<file path="src/rtl/rup_pkg.sv">
package rup_pkg;
   // Default geometry of the usefulness table
   localparam int unsigned RUP_PC_W    = 32;
   localparam int unsigned RUP_IDX_W   = 6;
   localparam int unsigned RUP_IDX_LSB = 2;
   localparam int unsigned RUP_CTR_W   = 2;
   localparam int unsigned RUP_INIT    = 2;
   localparam int unsigned RUP_GRANT   = 2;

   typedef enum logic [1:0] {
      CONF_STRONG_NO  = 2'd0,
      CONF_WEAK_NO    = 2'd1,
      CONF_WEAK_YES   = 2'd2,
      CONF_STRONG_YES = 2'd3
   } rup_conf_e;
endpackage

</file>
<file path="src/rtl/rup_index.sv">
module rup_index #(
   parameter int unsigned PC_W    = 32,
   parameter int unsigned IDX_LSB = 2,
   parameter int unsigned IDX_W   = 6
) (
   input  logic [PC_W-1:0]  pc,
   output logic [IDX_W-1:0] idx
);
   // Only the index slice matters; the remaining bits alias freely
   logic [PC_W-1:0] pc_unused;
   assign pc_unused = pc;
   assign idx = pc[IDX_LSB +: IDX_W];
endmodule

</file>
<file path="src/rtl/rup_decode.sv">
module rup_decode #(
   parameter int unsigned IDX_W = 6,
   localparam int unsigned ENTRIES = 1 << IDX_W
) (
   input  logic               en,
   input  logic [IDX_W-1:0]   idx,
   output logic [ENTRIES-1:0] sel
);
   for (genvar g = 0; g < ENTRIES; g++) begin : g_sel
      assign sel[g] = en && (idx == IDX_W'(g));
   end
endmodule

</file>
<file path="src/rtl/rup_sat_ctr.sv">
module rup_sat_ctr #(
   parameter int unsigned CTR_W = 2,
   parameter int unsigned INIT  = 2
) (
   input  logic             clk,
   input  logic             rst_n,
   input  logic             en,
   input  logic             inc,
   output logic [CTR_W-1:0] q
);
   localparam logic [CTR_W-1:0] TOP = '1;
   localparam logic [CTR_W-1:0] BOT = '0;

   always_ff @(posedge clk or negedge rst_n) begin
      if (!rst_n) begin
         q <= INIT[CTR_W-1:0];
      end else if (en) begin
         if (inc && q != TOP) q <= q + 1'b1;
         else if (!inc && q != BOT) q <= q - 1'b1;
      end
   end

   p_step_up_r3: assert property (@(posedge clk) disable iff (!rst_n)
      (en && inc && q != TOP) |=> (q == $past(q) + 1'b1));
   p_no_overflow_r3: assert property (@(posedge clk) disable iff (!rst_n)
      (en && inc && q == TOP) |=> (q == TOP));
   p_step_down_r4: assert property (@(posedge clk) disable iff (!rst_n)
      (en && !inc && q != BOT) |=> (q == $past(q) - 1'b1));
   p_no_underflow_r4: assert property (@(posedge clk) disable iff (!rst_n)
      (en && !inc && q == BOT) |=> (q == BOT));
   p_idle_hold_r7: assert property (@(posedge clk) disable iff (!rst_n)
      (!en) |=> $stable(q));
endmodule

</file>
<file path="src/rtl/runahead_gate.sv">
module runahead_gate
   import rup_pkg::*;
#(
   parameter int unsigned PC_W      = RUP_PC_W,
   parameter int unsigned IDX_LSB   = RUP_IDX_LSB,
   parameter int unsigned IDX_W     = RUP_IDX_W,
   parameter int unsigned CTR_W     = RUP_CTR_W,
   parameter int unsigned INIT      = RUP_INIT,
   parameter int unsigned GRANT_MIN = RUP_GRANT
) (
   input  logic             clk,
   input  logic             rst_n,
   input  logic             lk_valid,
   input  logic [PC_W-1:0]  lk_pc,
   output logic             lk_grant,
   output logic [CTR_W-1:0] lk_ctr,
   input  logic             up_valid,
   input  logic [PC_W-1:0]  up_pc,
   input  logic             up_useful
);
   localparam int unsigned ENTRIES = 1 << IDX_W;
   localparam logic [CTR_W-1:0] THRESH = GRANT_MIN[CTR_W-1:0];

   if (IDX_LSB + IDX_W > PC_W) begin : g_bad_slice
      $error("index slice exceeds PC width");
   end
   if (INIT >= (1 << CTR_W) || GRANT_MIN >= (1 << CTR_W)) begin : g_bad_ctr
      $error("counter init or threshold does not fit the counter");
   end

   logic [IDX_W-1:0]   lk_idx;
   logic [IDX_W-1:0]   up_idx;
   logic [ENTRIES-1:0] wr_sel;
   logic [CTR_W-1:0]   ctr_q [ENTRIES];

   rup_index #(.PC_W(PC_W), .IDX_LSB(IDX_LSB), .IDX_W(IDX_W)) i_lk_index (
      .pc(lk_pc), .idx(lk_idx));
   rup_index #(.PC_W(PC_W), .IDX_LSB(IDX_LSB), .IDX_W(IDX_W)) i_up_index (
      .pc(up_pc), .idx(up_idx));
   rup_decode #(.IDX_W(IDX_W)) i_decode (
      .en(up_valid), .idx(up_idx), .sel(wr_sel));

   for (genvar g = 0; g < ENTRIES; g++) begin : g_entry
      rup_sat_ctr #(.CTR_W(CTR_W), .INIT(INIT)) i_ctr (
         .clk(clk), .rst_n(rst_n), .en(wr_sel[g]), .inc(up_useful),
         .q(ctr_q[g]));
   end

   // Read side sees the registered table, i.e. the value before any
   // update presented in the same cycle
   assign lk_ctr   = ctr_q[lk_idx];
   assign lk_grant = lk_valid && (lk_ctr >= THRESH);
endmodule

</file>
<file path="config.mk">
export PLATFORM = sky130hd
export DESIGN_NAME = runahead_gate
export DESIGN_NICKNAME = d
export VERILOG_FILES = /design/src/rtl/rup_pkg.sv /design/src/rtl/rup_index.sv /design/src/rtl/rup_decode.sv /design/src/rtl/rup_sat_ctr.sv /design/src/rtl/runahead_gate.sv
export SDC_FILE = /design/constraint.sdc
export NUM_CORES = 1
export LEC_CHECK = 0
export BUFFER_PORTS_ARGS = -buffer_cell sky130_fd_sc_hd__buf_2
export CAP_MARGIN = 10
export CORE_ASPECT_RATIO = 1.2
export CORE_MARGIN = 4
export CORE_UTILIZATION = 50
export DETAILED_ROUTE_END_ITERATION = 7
export HOLD_SLACK_MARGIN = 0.05
export PLACE_DENSITY = 0.69
export SKIP_CTS_REPAIR_TIMING = 1
export SLEW_MARGIN = 15
export SYNTH_ARGS = -nofsm -noshare
export SYNTH_HDL_FRONTEND = slang
export SYNTH_SLANG_ARGS = --single-unit
</file>
<file path="constraint.sdc">
create_clock -name clk -period 3.6 [get_ports clk]
set_clock_uncertainty 0.05 [all_clocks]
set_input_delay 0.54 -clock clk [delete_from_list [all_inputs] [get_ports clk]]
set_output_delay 0.54 -clock clk [all_outputs]
set_load 0.05 [all_outputs]
</file>
==> metrics.txt <==
status completed; clk buf depth 2; hpwl dp between 10 and 15 mm; vias in the first global route between 6,000 and 7,000; via count 6,759; starting density of the core 51.6%; Max H-tree Level 4; first-pass GRT wire length 33.3 mm; met2 Use GR 37.0%; Largest regs g_entry.i_ctr.q x128; Placement Setup Slack around 190 ps; Core Rows 49; max reg flops about 130; Slowest-stage cell, CP mux4_2; Setup TNS Final 0 ps; layout cells sized above 1 18.2%; post-route antenna net violation count 0; Avg WL per Cell 18.7 µm; GP Congestion slightly above 0.8; Biggest register g_entry.i_ctr.q; WP data arrival 2820 ps; max-slew violations 0; Netlist cell types 48; Worst Tran Pin Value 1030 ps; crit-path max FO 14; worst hold path class in2async; worst vdd ir 0.321 mV; Root Driver clkbuf_16; top post-synthesis cells by area dfstp_2 22%, dfrtp_1 21%, mux4_2 7.8%; IO Port Bufs 19; largest net degree at the start of global routing 89; area leader, netlist dfstp_2; total gr overflow 0; PnR worst setup slack 188 ps; die span in x 122 µm; DRT Pass-1 Iters 5; clock latency on the worst-skew pair 420 ps; clk sinks 128; synthesis-stage register bit count 128; Cell Chain, Critical Path buf_2 > buf_4 > mux4_2 > mux4_2 > a211oi_2 > a21oi_1 > buf_2; Post-Syn Area 0.00781 mm²; top_reg_cell synth dfstp_2; RSZ-0062 raised after global routing no; Yosys top cell area share around 22%; CP Data Required Time 3010 ps; sequential-to-total area share from yosys stat 42.0%; final hold vios 0; WL final 20.4 mm; routed vias/inst 6.20; Leakage 3.28 nW; Syn-to-layout area delta 11.3%; post-layout min period 3410 ps; Core ar. around 0.015 mm²; crit-path max cell delay 560 ps; GRT Max-Usage Layer met2; Synthesized Nets approximately 940; Final nets 943; Max Fclk between 200 and 300 MHz; Die Span Y roughly 140 µm; die area 0.0177 mm²; crit end category output port; Mapped Avg Cell Area 8.94 µm²; Setup violations, final 0; drt drc 0; slew margin rel. 31.1%; met1 usage 33.6%; Clock Pin Slew Worst Setup and Hold Paths ~50 ps; Final Cycle Share 94.8%; Antenna Cells 0; Setup crit start kind primary input; Post-synth EDFFs 0; Post-Synthesis Cells 874; GR Util met3 4.94%; max_cap viols 0; Filler Cells Inserted 1,381; CP Class in2out; initial antenna violation count 0; CTS tree yes; PwrDens 448 mW/mm²; clock buffers created by TritonCTS 17; drt initial violations between 500 and 600; Top Ports 72; Total GRT Usage 24.0%; asr flop ratio synth 100%; YS warnings 0; Commonest cells post-synth 106 x nor2_1, 106 x o21ai_0, 100 x a21oi_1, 83 x nand2_1
[cells by family (layout without fill, tap and decap cells)]
kind of cell / after synthesis / after routing / share of synthesized area, %
compound gates: 339 / 339 / 24.1
buf+inv: 100 / 113 / 5.16
flops: 128 / 128 / 42.0
mux: 74 / 74 / 15.5
simple gates: 233 / 233 / 13.3
[worst paths after layout]
| kind | start | end | slack (ps) | cells past startpoint |
|---|---|---|---|---|
| worst max-delay path | lk_pc[4] | lk_ctr[0] | 190 | 7 |
| max in group asynchronous | rst_n | g_entry[46].i_ctr.q[1] | 2550 | 2 |
| worst min-delay path | rst_n | g_entry[19].i_ctr.q[0] | 50 | 1 |
| min in group clk | g_entry[1].i_ctr.q[1] | g_entry[1].i_ctr.q[1] | 450 | 2 |
| worst min register to register | g_entry[1].i_ctr.q[1] | g_entry[1].i_ctr.q[1] | 450 | 2 |
| worst max register to register | g_entry[8].i_ctr.q[0] | g_entry[8].i_ctr.q[0] | 2430 | 3 |
[through the flow]
step	hold slack, ps	utilization [%]	instance area, µm²	power [W]	std cells
finish	52.6	57.4	8700	0.00389	1091
global route	92.2	57.4	8700	0.00403	1091
CTS	64.7	57.4	8700	0.00391	1091
detailed placement	438	53.5	8100	0.00215	1059
global placement	440	53.5	8100	0.00214	1059
floorplan	194	-	7810	0.00198	874
[critical path, delay by kind of cell]
kind / cells / cell delay, ps
mux: 2 / 1040
buf+inv: 3 / 920
compound gates: 2 / 310
[cells in the final DEF, fill, tap and decap left out, types with 12 or more instances in the layout]
cell type,instances
nor2_1,106
o21ai_0,106
a21oi_1,100
nand2_1,83
o21ai_1,64
dfrtp_1,64
dfstp_2,64
inv_1,42
mux2i_1,39
mux4_2,27
a211oi_1,22
buf_4,19
clkbuf_16,17
buf_2,17
o31ai_1,14
a31oi_1,12
[layout make-up]
cell class                 instances  area (µm²)  share of cell area (%)
multi-input combinational        646        4130                    47.5
clock buffer                      27         523                    6.01
timing repair buffer              38         268                    3.08
sequential                       128        3280                    37.8
clock inverter                     5        75.1                   0.863
inverter                          43         161                    1.86
tap                              204         255                    2.94
[power breakdown]
part | switching, W | internal, W | total [W]
combinational | 0.000290 | 0.000194 | 0.000484
sequential | 0.0000996 | 0.00155 | 0.00165
clock | 0.000631 | 0.00113 | 0.00176
[per-layer routing]
layer / wire length (µm) / part of all wire [%]
met5: 0 / 0
met4: 475 / 2.3
met3: 1150 / 5.6
met2: 9550 / 47
met1: 9230 / 45
No activity file was read; power rests on OpenSTA's default activity.
